[src/rtl/bkpt_pkg.sv]
package bkpt_pkg;

   localparam int REG_DW = 32;
   localparam int CH_SPAN_LG = 3;

   localparam logic [2:0] IDX_ADDR  = 3'd0;
   localparam logic [2:0] IDX_AIGN  = 3'd1;
   localparam logic [2:0] IDX_DATA  = 3'd2;
   localparam logic [2:0] IDX_DIGN  = 3'd3;
   localparam logic [2:0] IDX_QUAL  = 3'd4;
   localparam logic [2:0] IDX_FLAGS = 3'd0;
   localparam logic [2:0] IDX_CTRL  = 3'd1;

   typedef enum logic [1:0] {
      Q_OFF    = 2'b00,
      Q_FIRST  = 2'b01,
      Q_SECOND = 2'b10,
      Q_EITHER = 2'b11
   } qual_e;

   typedef struct packed {
      logic [15:0] rsvd;
      logic [7:0]  master;
      logic        trig_only;
      logic        spare;
      qual_e       dir;
      qual_e       kind;
      qual_e       bus;
   } qual_cfg_t;

   function automatic logic qual_pass(qual_e q, logic second);
      case (q)
         Q_FIRST:  return !second;
         Q_SECOND: return second;
         Q_EITHER: return 1'b1;
         default:  return 1'b0;
      endcase
   endfunction

endpackage

[src/rtl/bkpt_chan.sv]
module bkpt_chan
   import bkpt_pkg::*;
#(
   parameter int ADDR_W   = 32,
   parameter int DATA_W   = 32,
   parameter int MASTER_W = 2,
   parameter int MW       = 2
) (
   input  logic [ADDR_W-1:0] brk_addr,
   input  logic [ADDR_W-1:0] addr_ign,
   input  logic [DATA_W-1:0] brk_data,
   input  logic [DATA_W-1:0] data_ign,
   input  qual_cfg_t         cfg,
   input  logic              c_valid,
   input  logic [ADDR_W-1:0] c_addr,
   input  logic [DATA_W-1:0] c_data,
   input  logic              c_fetch,
   input  logic              c_write,
   input  logic              i_valid,
   input  logic [ADDR_W-1:0] i_addr,
   input  logic [DATA_W-1:0] i_data,
   input  logic              i_fetch,
   input  logic              i_write,
   input  logic [MW-1:0]     i_master,
   output logic              hit_cpu,
   output logic              hit_int
);

   logic cfg_live;
   logic master_ok;
   logic c_value_ok, i_value_ok;
   logic c_kind_ok, i_kind_ok;
   logic unused_cfg;

   function automatic logic value_eq(
      input logic [ADDR_W-1:0] a,
      input logic [DATA_W-1:0] d,
      input logic [ADDR_W-1:0] ba,
      input logic [ADDR_W-1:0] am,
      input logic [DATA_W-1:0] bd,
      input logic [DATA_W-1:0] dm
   );
      return (((a ^ ba) & ~am) == '0) && (((d ^ bd) & ~dm) == '0);
   endfunction

   generate
      if (MASTER_W > 0) begin : g_master_cmp
         assign master_ok = (i_master == cfg.master[MW-1:0]);
         if (MW < 8) begin : g_spare
            logic unused_hi;
            assign unused_hi = ^cfg.master[7:MW];
         end
      end else begin : g_master_any
         logic unused_id;
         assign unused_id = ^{i_master, cfg.master};
         assign master_ok = 1'b1;
      end
   endgenerate

   assign unused_cfg = ^{cfg.rsvd, cfg.spare, cfg.trig_only};

   assign cfg_live   = (cfg.bus != Q_OFF) && (cfg.kind != Q_OFF) && (cfg.dir != Q_OFF);
   assign c_value_ok = value_eq(c_addr, c_data, brk_addr, addr_ign, brk_data, data_ign);
   assign i_value_ok = value_eq(i_addr, i_data, brk_addr, addr_ign, brk_data, data_ign);
   assign c_kind_ok  = qual_pass(cfg.kind, !c_fetch) && qual_pass(cfg.dir, c_write);
   assign i_kind_ok  = qual_pass(cfg.kind, !i_fetch) && qual_pass(cfg.dir, i_write);

   assign hit_cpu = cfg_live && c_valid && qual_pass(cfg.bus, 1'b0)
                    && c_kind_ok && c_value_ok;
   assign hit_int = cfg_live && i_valid && qual_pass(cfg.bus, 1'b1)
                    && i_kind_ok && i_value_ok && master_ok;

endmodule

[src/rtl/bkpt_pulse.sv]
module bkpt_pulse #(
   parameter int WSEL_W = 2
) (
   input  logic              clk,
   input  logic              rst_n,
   input  logic              fire,
   input  logic [WSEL_W-1:0] wsel,
   output logic              pulse
);

   localparam int CNT_W = (1 << WSEL_W) - 1;

   logic [CNT_W:0]   span;
   logic [CNT_W-1:0] load_val;
   logic [CNT_W-1:0] remain_q;
   logic             active_q;

   assign span     = (CNT_W+1)'(1) << wsel;
   assign load_val = CNT_W'(span - (CNT_W+1)'(1));

   always_ff @(posedge clk or negedge rst_n) begin
      if (!rst_n) begin
         active_q <= 1'b0;
         remain_q <= '0;
      end else if (fire) begin
         active_q <= 1'b1;
         remain_q <= load_val;
      end else if (active_q) begin
         if (remain_q == '0) begin
            active_q <= 1'b0;
         end else begin
            remain_q <= remain_q - CNT_W'(1);
         end
      end
   end

   assign pulse = active_q;

endmodule

[src/rtl/bkpt_regs.sv]
module bkpt_regs
   import bkpt_pkg::*;
#(
   parameter int NUM_CH = 2,
   parameter int ADDR_W = 32,
   parameter int DATA_W = 32,
   parameter int REG_AW = 5,
   parameter int FLAG_W = 2 * NUM_CH
) (
   input  logic                          clk,
   input  logic                          rst_n,
   input  logic                          wr,
   input  logic [REG_AW-1:0]             addr,
   input  logic [REG_DW-1:0]             wdata,
   output logic [REG_DW-1:0]             rdata,
   input  logic [FLAG_W-1:0]             flag_set,
   output logic [NUM_CH-1:0][ADDR_W-1:0] ba_o,
   output logic [NUM_CH-1:0][ADDR_W-1:0] aign_o,
   output logic [NUM_CH-1:0][DATA_W-1:0] bd_o,
   output logic [NUM_CH-1:0][DATA_W-1:0] dign_o,
   output qual_cfg_t [NUM_CH-1:0]        cfg_o,
   output logic [FLAG_W-1:0]             flags_o,
   output logic [FLAG_W-1:0]             clr_o,
   output logic [1:0]                    wsel_o
);

   localparam int SEL_W = REG_AW - CH_SPAN_LG;
   localparam logic [SEL_W-1:0] GLB_SEL = SEL_W'(NUM_CH);

   logic [SEL_W-1:0] sel;
   logic [2:0]       idx;
   logic             glb_hit;
   logic [FLAG_W-1:0] flags_q;
   logic [1:0]        wsel_q;

   assign sel     = addr[REG_AW-1:CH_SPAN_LG];
   assign idx     = addr[CH_SPAN_LG-1:0];
   assign glb_hit = (sel == GLB_SEL);

   generate
      for (genvar c = 0; c < NUM_CH; c++) begin : g_ch
         localparam logic [SEL_W-1:0] MY_SEL = SEL_W'(c);
         logic wr_me;
         assign wr_me = wr && (sel == MY_SEL);
         always_ff @(posedge clk or negedge rst_n) begin
            if (!rst_n) begin
               ba_o[c]   <= '0;
               aign_o[c] <= '0;
               bd_o[c]   <= '0;
               dign_o[c] <= '0;
               cfg_o[c]  <= '0;
            end else if (wr_me) begin
               case (idx)
                  IDX_ADDR: ba_o[c]   <= wdata[ADDR_W-1:0];
                  IDX_AIGN: aign_o[c] <= wdata[ADDR_W-1:0];
                  IDX_DATA: bd_o[c]   <= wdata[DATA_W-1:0];
                  IDX_DIGN: dign_o[c] <= wdata[DATA_W-1:0];
                  IDX_QUAL: cfg_o[c]  <= qual_cfg_t'(wdata);
                  default: ;
               endcase
            end
         end
      end
   endgenerate

   assign clr_o = (wr && glb_hit && idx == IDX_FLAGS) ? wdata[FLAG_W-1:0] : '0;

   always_ff @(posedge clk or negedge rst_n) begin
      if (!rst_n) begin
         flags_q <= '0;
         wsel_q  <= '0;
      end else begin
         flags_q <= (flags_q & ~clr_o) | flag_set;
         if (wr && glb_hit && idx == IDX_CTRL) begin
            wsel_q <= wdata[1:0];
         end
      end
   end

   assign flags_o = flags_q;
   assign wsel_o  = wsel_q;

   always_comb begin
      rdata = '0;
      if (glb_hit) begin
         case (idx)
            IDX_FLAGS: rdata = REG_DW'(flags_q);
            IDX_CTRL:  rdata = REG_DW'(wsel_q);
            default:   rdata = '0;
         endcase
      end else begin
         for (int c = 0; c < NUM_CH; c++) begin
            if (sel == SEL_W'(c)) begin
               case (idx)
                  IDX_ADDR: rdata = REG_DW'(ba_o[c]);
                  IDX_AIGN: rdata = REG_DW'(aign_o[c]);
                  IDX_DATA: rdata = REG_DW'(bd_o[c]);
                  IDX_DIGN: rdata = REG_DW'(dign_o[c]);
                  IDX_QUAL: rdata = cfg_o[c];
                  default:  rdata = '0;
               endcase
            end
         end
      end
   end

endmodule

[src/rtl/bkpt_unit.sv]
module bkpt_unit
   import bkpt_pkg::*;
#(
   parameter  int NUM_CH   = 2,
   parameter  int ADDR_W   = 32,
   parameter  int DATA_W   = 32,
   parameter  int MASTER_W = 2,
   parameter  int REG_AW   = 5,
   localparam int MW       = (MASTER_W > 0) ? MASTER_W : 1
) (
   input  logic              clk,
   input  logic              rst_n,
   input  logic              reg_wr,
   input  logic [REG_AW-1:0] reg_addr,
   input  logic [31:0]       reg_wdata,
   output logic [31:0]       reg_rdata,
   input  logic              cbus_valid,
   input  logic [ADDR_W-1:0] cbus_addr,
   input  logic [DATA_W-1:0] cbus_data,
   input  logic              cbus_fetch,
   input  logic              cbus_write,
   input  logic              ibus_valid,
   input  logic [ADDR_W-1:0] ibus_addr,
   input  logic [DATA_W-1:0] ibus_data,
   input  logic              ibus_fetch,
   input  logic              ibus_write,
   input  logic [MW-1:0]     ibus_master,
   output logic              brk_req,
   output logic              trig_out
);

   localparam int FLAG_W = 2 * NUM_CH;

   generate
      if (NUM_CH < 1 || FLAG_W > REG_DW) begin : g_bad_ch
         $error("bkpt_unit: NUM_CH out of range");
      end
      if (ADDR_W < 1 || ADDR_W > REG_DW || DATA_W < 1 || DATA_W > REG_DW) begin : g_bad_w
         $error("bkpt_unit: bus width out of range");
      end
      if (MASTER_W < 0 || MASTER_W > 8) begin : g_bad_m
         $error("bkpt_unit: MASTER_W out of range");
      end
      if ((NUM_CH + 1) * (1 << CH_SPAN_LG) > (1 << REG_AW)) begin : g_bad_map
         $error("bkpt_unit: REG_AW too small for register map");
      end
   endgenerate

   logic [NUM_CH-1:0][ADDR_W-1:0] ba, aign;
   logic [NUM_CH-1:0][DATA_W-1:0] bd, dign;
   qual_cfg_t [NUM_CH-1:0]        cfg;
   logic [FLAG_W-1:0]             hit_set;
   logic [FLAG_W-1:0]             flag_q;
   logic [FLAG_W-1:0]             flag_clr;
   logic [1:0]                    wsel;
   logic [NUM_CH-1:0]             ch_flag;
   logic [NUM_CH-1:0]             req_en;

   bkpt_regs #(
      .NUM_CH (NUM_CH),
      .ADDR_W (ADDR_W),
      .DATA_W (DATA_W),
      .REG_AW (REG_AW),
      .FLAG_W (FLAG_W)
   ) u_regs (
      .clk      (clk),
      .rst_n    (rst_n),
      .wr       (reg_wr),
      .addr     (reg_addr),
      .wdata    (reg_wdata),
      .rdata    (reg_rdata),
      .flag_set (hit_set),
      .ba_o     (ba),
      .aign_o   (aign),
      .bd_o     (bd),
      .dign_o   (dign),
      .cfg_o    (cfg),
      .flags_o  (flag_q),
      .clr_o    (flag_clr),
      .wsel_o   (wsel)
   );

   generate
      for (genvar c = 0; c < NUM_CH; c++) begin : g_chan
         bkpt_chan #(
            .ADDR_W   (ADDR_W),
            .DATA_W   (DATA_W),
            .MASTER_W (MASTER_W),
            .MW       (MW)
         ) u_chan (
            .brk_addr (ba[c]),
            .addr_ign (aign[c]),
            .brk_data (bd[c]),
            .data_ign (dign[c]),
            .cfg      (cfg[c]),
            .c_valid  (cbus_valid),
            .c_addr   (cbus_addr),
            .c_data   (cbus_data),
            .c_fetch  (cbus_fetch),
            .c_write  (cbus_write),
            .i_valid  (ibus_valid),
            .i_addr   (ibus_addr),
            .i_data   (ibus_data),
            .i_fetch  (ibus_fetch),
            .i_write  (ibus_write),
            .i_master (ibus_master),
            .hit_cpu  (hit_set[2*c]),
            .hit_int  (hit_set[2*c+1])
         );
         assign ch_flag[c] = flag_q[2*c] | flag_q[2*c+1];
         assign req_en[c]  = !cfg[c].trig_only;
      end
   endgenerate

   assign brk_req = |(ch_flag & req_en);

   bkpt_pulse #(
      .WSEL_W (2)
   ) u_pulse (
      .clk   (clk),
      .rst_n (rst_n),
      .fire  (|hit_set),
      .wsel  (wsel),
      .pulse (trig_out)
   );

endmodule

[config.mk]
export PLATFORM = sky130hd
export DESIGN_NAME = bkpt_unit
export DESIGN_NICKNAME = d
export VERILOG_FILES = /design/src/rtl/bkpt_pkg.sv /design/src/rtl/bkpt_chan.sv /design/src/rtl/bkpt_pulse.sv /design/src/rtl/bkpt_regs.sv /design/src/rtl/bkpt_unit.sv
export SDC_FILE = /design/constraint.sdc
export NUM_CORES = 1
export LEC_CHECK = 0
export CAP_MARGIN = 20
export CORE_UTILIZATION = 47
export CTS_CLUSTER_DIAMETER = 200
export CTS_CLUSTER_SIZE = 20
export DETAILED_ROUTE_END_ITERATION = 16
export PLACE_DENSITY = 0.74
export SYNTH_ARGS = -nofsm -noshare
export SYNTH_HDL_FRONTEND = slang
export SYNTH_HIERARCHICAL = 1
export SYNTH_SLANG_ARGS = --single-unit
[constraint.sdc]
create_clock -name clk -period 2.95 [get_ports clk]
set_input_delay 0.4425 -clock clk [delete_from_list [all_inputs] [get_ports clk]]
set_output_delay 0.4425 -clock clk [all_outputs]
set_load 0.05 [all_outputs]
==> flow_summary.ini, run 1 <==
[run_status]
status = finished with violations
violations = negative setup slack

[finish]
stdcell_count = 2440
layout_common_cells = mux2_2 (372), dfrtp_1 (326), xnor2_1 (249), clkdlybuf4s50_1 (174), buf_4 (172)
nFillCells = 3214
drive_gt1_share_pct = 36.1
final_common_cell = mux2_2
area_growth_pct = 26.6
nets = 2092
multi_input_area_mm2 = 0.0104
diodes = 0
seq_area_mm2 = 0.00826

[drt]
drc = 0
top_layer_used = met5
num_vias = 15900
drt_iter0_drc = 1774
drt_first_pass_iters = 5
dr_wl_met2_mm = 32.9
wl_met3_mm = 7.35
routed_wl_mm = 74.2
vias_per_cell = 6.53
wl_per_cell_um = 30.4
final_antenna_net_count = 0
drt-met1-wl_mm = 29.2

[power]
power_mw = 14.5
powerDensity_mw_per_mm2 = 602
p_leak_nw = 9.88
max-vdd-ir-drop_mv = 0.415

[timing]
tns_ps = -126
hold_viol = 0
period_share_pct = 104
final-setup-viol-count = 1
tightest_slew_ps = 871
max_freq_ghz = 0.325
finalMaxSlewViolations = 0
maxSlewHeadroom_pct = 41.9
fin_crit_ps = 3080
fin_skew_ps = 15.6
rsz0062_at_grt = true
setup_ws_ps = -126

[global_route]
grt_usage_pct = 35.7
grt_pass1_wl_mm = 107
grt_overflow = 0
grt_max_degree = 96
grt_pass1_vias = 16200
antenna_found_initial = 1

[floorplanning]
initial_core_util_pct = 47.7
die_area_mm2 = 0.0411
coreArea_mm2 = 0.0397
die_width_um = 203
pin_count = 210
rows = 73
die_h_um = 203

[worst_hold_path]
worstHoldEndpoint = u_regs/cfg_o[26]
hold_depth = 1
hold_start = u_regs/cfg_o[26]
min_path_type = flop to flop

[clocking]
clk_latency_ps = 550
root_buffer = clkbuf_16
cts_sinks = 330
cts_buffers = 20
cts_max_path_buffers = 3
cts_tree = done
path_clk_slew_ps = 90
h-tree-depth = 1

[setup_path]
critical_path_required_ps = 3420
critPathBufInv = 1
rrSetupSlack_ps = -130
cpPeakStageDelay_ps = 610
arrival_ps = 3550
regToRegEndpoint = u_pulse/remain_q[2]
crit_chain = xnor2_1 > o2111ai_1 > nor3_4 > nand4_1 > nor4_4 > or4_4 > buf_6 > nand2_2 > nor2_2 > a21oi_2 > ha_2 > nand2_2 > or3_4 > a22oi_2
worstPathMaxFanout = 4
critPathSlowestCell = or4_4
rr_worst_depth = 14
worstSetupPathType = flop to flop
cp_common_cell = nand2_2
critPathLaunch = u_regs/ba_o[8]
regToRegStartpoint = u_regs/ba_o[8]
start_kind = flop
crit_family = simple AND/OR/NAND/NOR gates
cp-end-kind = flop

[place]
place.port_buffers = 209
dpl.hpwl_mm = 54.1
post-place-cells = 2414
gp_congestion = 1.04

[synthesis]
syn_avg_cell_area_um2 = 11.8
synth_area_mm2 = 0.0190
yosysWarnings = 6
netlist_instances = 1611
syn-num-nets = 1788

[run]
drv_cap = 0
==> layout make-up <==
type	count	share of cell area, %
inverter	3	0.0574
timing repair buffer	404	17.3
tap	525	2.74
clock buffer	21	2.19
multi-input combinational	1156	43.3
sequential	330	34.4
clock inverter	1	0.0469
==> sequential cells by signal, indices dropped and copies added (netlist names) <==
register / count
u_regs/dign_o: 64
u_regs/flags_o: 4
u_regs/wsel_o: 2
u_pulse/pulse: 1
u_regs/ba_o: 64
u_regs/bd_o: 64
u_pulse/remain_q: 3
u_regs/cfg_o: 64
u_regs/aign_o: 64
==> worst max path at each step <==
stage	cells after the start	end
global route	14	u_pulse/remain_q[2]
CTS	14	u_pulse/remain_q[2]
floorplan	13	u_pulse/remain_q[2]
global placement	13	u_pulse/remain_q[2]
finish	14	u_pulse/remain_q[2]
detailed placement	13	u_pulse/remain_q[2]
==> worst reg2reg max path, delay by kind of cell (launching register included) <==
kind                       cells  cell delay (ps)
and+or+nand+nor                8             1440
AOI/OAI and AO/OA              3              590
DFF                            1              460
adders and majority gates      1              210
xor gates and xnor gates       1              160
buffers and inverters          1              160
==> what timing repair did <==
item | 4_1_cts | 5_1_grt
endpoints found under the hold margin | 1 | 0
hold buffers | 1 | 0
setup endpoints to repair | 3 | 8
buffers inserted | 0 | 3
pin swaps | 7 | 17
resized for setup | 18 | 28
==> power breakdown <==
group          leakage [nW]  internal, mW  switching, mW
combinational          5.39          2.68           2.40
clock                 0.265          1.28           1.59
sequential             4.22          5.38           1.13
==> per-stage QoR <==
step / setup WS [ps] / utilization, % / cell area (µm²) / hold slack [ps]
3_3_place_gp: -852 / 58.4 / 23200 / 474
6_report: -126 / 60.4 / 24000 / 508
4_1_cts: -94.5 / 60.0 / 23800 / 512
3_5_place_dp: -1010 / 58.4 / 23200 / 493
5_1_grt: -258 / 60.4 / 24000 / 524
2_1_floorplan: 168 / - / 19000 / 147
==> per-layer routing <==
layer / GRT usage (%) / vias up
met5: 0 / -
met4: 19.6 / 2
met3: 6.79 / 260
met2: 54.9 / 1009
met1: 47.5 / 8031
li1: - / 6621
Note: power is estimated with default switching activity, not from simulation.
==> run 2, diff against run 1 <==
--- a/config.mk
+++ b/config.mk
@@ -7,10 +7,11 @@
 export LEC_CHECK = 0
 export CAP_MARGIN = 20
 export CORE_UTILIZATION = 47
-export CTS_CLUSTER_DIAMETER = 200
+export CTS_CLUSTER_DIAMETER = 80
 export CTS_CLUSTER_SIZE = 20
 export DETAILED_ROUTE_END_ITERATION = 16
 export PLACE_DENSITY = 0.74
+export SKIP_CTS_REPAIR_TIMING = 1
 export SYNTH_ARGS = -nofsm -noshare
 export SYNTH_HDL_FRONTEND = slang
 export SYNTH_HIERARCHICAL = 1
==> flow_summary.ini, run 2 (synthesis results as in run 1) <==
[setup_path]
regToRegStartpoint = u_regs/ba_o[34]
rrSetupSlack_ps = -140
worstPathMaxFanout = 4
arrival_ps = 3560
cp-end-kind = flop
regToRegEndpoint = u_pulse/remain_q[2]
crit_path_end = u_pulse/remain_q[2]
worstSetupPathType = flop to flop
critical_path_required_ps = 3420
critPathLaunch = u_regs/ba_o[34]
rr_worst_depth = 13
start_kind = flop

[floorplanning]
die_width_um = 203
die_area_mm2 = 0.0411
coreArea_mm2 = 0.0397
rows = 73
pin_count = 210
die_h_um = 203
initial_core_util_pct = 47.7

[timing]
maxSlewHeadroom_pct = 41.7
rsz0062_at_grt = true
tns_ps = -177
fin_skew_ps = 21.2
fin_crit_ps = 3090
whs_ps = -41.3
max_freq_ghz = 0.324
setup_ws_ps = -139
period_share_pct = 105
hold_viol = 53
final-setup-viol-count = 2
finalMaxSlewViolations = 0
tightest_slew_ps = 874

[drt]
drt_iter0_drc = 1693
routed_wl_mm = 74.5
vias_per_cell = 6.50
wl_per_cell_um = 30.4
top_layer_used = met4
drc = 0
wl_met3_mm = 8.27
dr_wl_met2_mm = 33.1
num_vias = 15900
final_antenna_net_count = 0
drt_first_pass_iters = 5
drt-met1-wl_mm = 28.5

[finish]
nFillCells = 3200
area_growth_pct = 27.2
diodes = 0
utilization_pct = 60.7
drive_gt1_share_pct = 35.8
final_common_cell = mux2_2
nets = 2094
layout_common_cells = mux2_2 (372), dfrtp_1 (329), xnor2_1 (253), clkdlybuf4s50_1 (174), buf_4 (172)

[clocking]
cts_buffers = 23
cts_max_path_buffers = 3
clk_latency_ps = 560
root_buffer = clkbuf_16
h-tree-depth = 1
cts_tree = done
cts_sinks = 330
path_clk_slew_ps = 80

[worst_hold_path]
min_path_type = input port to asynchronous set/reset pin

[place]
dp_slack_ps = -1010
gp_congestion = 1.04
dpl.hpwl_mm = 54.1
place.port_buffers = 209

[run]
drv_cap = 0

[global_route]
grt_max_degree = 96
grt_pass1_wl_mm = 108
grt_pass1_vias = 16200
antenna_found_initial = 0
grt_overflow = 0
grt_usage_pct = 35.9

[power]
p_leak_nw = 9.91
max-vdd-ir-drop_mv = 0.383
powerDensity_mw_per_mm2 = 620
power_mw = 15.0

[run_status]
violations = negative hold slack, negative setup slack
status = finished with violations
## run 2: where the power goes
group / total, mW / switching [mW] / internal [mW]
clock: 3.41 / 1.75 / 1.66
combinational: 5.04 / 2.38 / 2.66
sequential: 6.50 / 1.12 / 5.38
## run 2: area by class of cell
| cell class | instances | area [µm²] | area share [%] |
|---|---|---|---|
| timing repair buffer | 403 | 4140 | 17.2 |
| inverter | 3 | 13.8 | 0.0571 |
| tap | 525 | 657 | 2.72 |
| multi-input combinational | 1156 | 10300 | 42.8 |
| sequential | 330 | 8260 | 34.2 |
| clock inverter | 9 | 138 | 0.571 |
| clock buffer | 27 | 601 | 2.49 |
## run 2: worst min-delay path by stage
stage / start / end / slack, ps
2_1_floorplan: rst_n / u_pulse/pulse / 150
3_3_place_gp: u_regs/cfg_o[38] / u_regs/cfg_o[38] / 470
3_5_place_dp: u_regs/cfg_o[31] / u_regs/cfg_o[31] / 490
4_1_cts: rst_n / u_pulse/remain_q[0] / -10
5_1_grt: rst_n / u_regs/ba_o[28] / 2
6_report: rst_n / u_regs/ba_o[60] / -40
## run 2: worst max-delay path: stages (launching register included)
cell	delay [ps]
dfrtp_1	440
xnor2_1	170
o22a_1	240
o221ai_4	160
nor3_2	190
nand4_1	230
nor4_4	370
or4_4	220
inv_4	60
a21oi_2	140
ha_2	210
nand2_2	70
or3_4	340
a22oi_2	160
## run 2: routing by layer
metal | up-vias | global-route usage, %
met4 | 0 | 19.0
li1 | 6618 | -
met5 | - | 0
met2 | 1039 | 55.5
met3 | 242 | 7.90
met1 | 8034 | 47.1
## run 2: through the flow
stage,cell area (µm²),instances
3_3_place_gp,23200,2414
5_1_grt,24100,2453
2_1_floorplan,19000,1611
6_report,24100,2453
3_5_place_dp,23200,2414
4_1_cts,23900,2450
==> run 3, diff against run 2 <==
--- a/config.mk
+++ b/config.mk
@@ -5,7 +5,7 @@
 export SDC_FILE = /design/constraint.sdc
 export NUM_CORES = 1
 export LEC_CHECK = 0
-export CAP_MARGIN = 20
+export CAP_MARGIN = 40
 export CORE_UTILIZATION = 47
 export CTS_CLUSTER_DIAMETER = 80
 export CTS_CLUSTER_SIZE = 20
==> results of run 3 <==
Same layout as run 2: the final DEF is identical, and so are final timing and power.
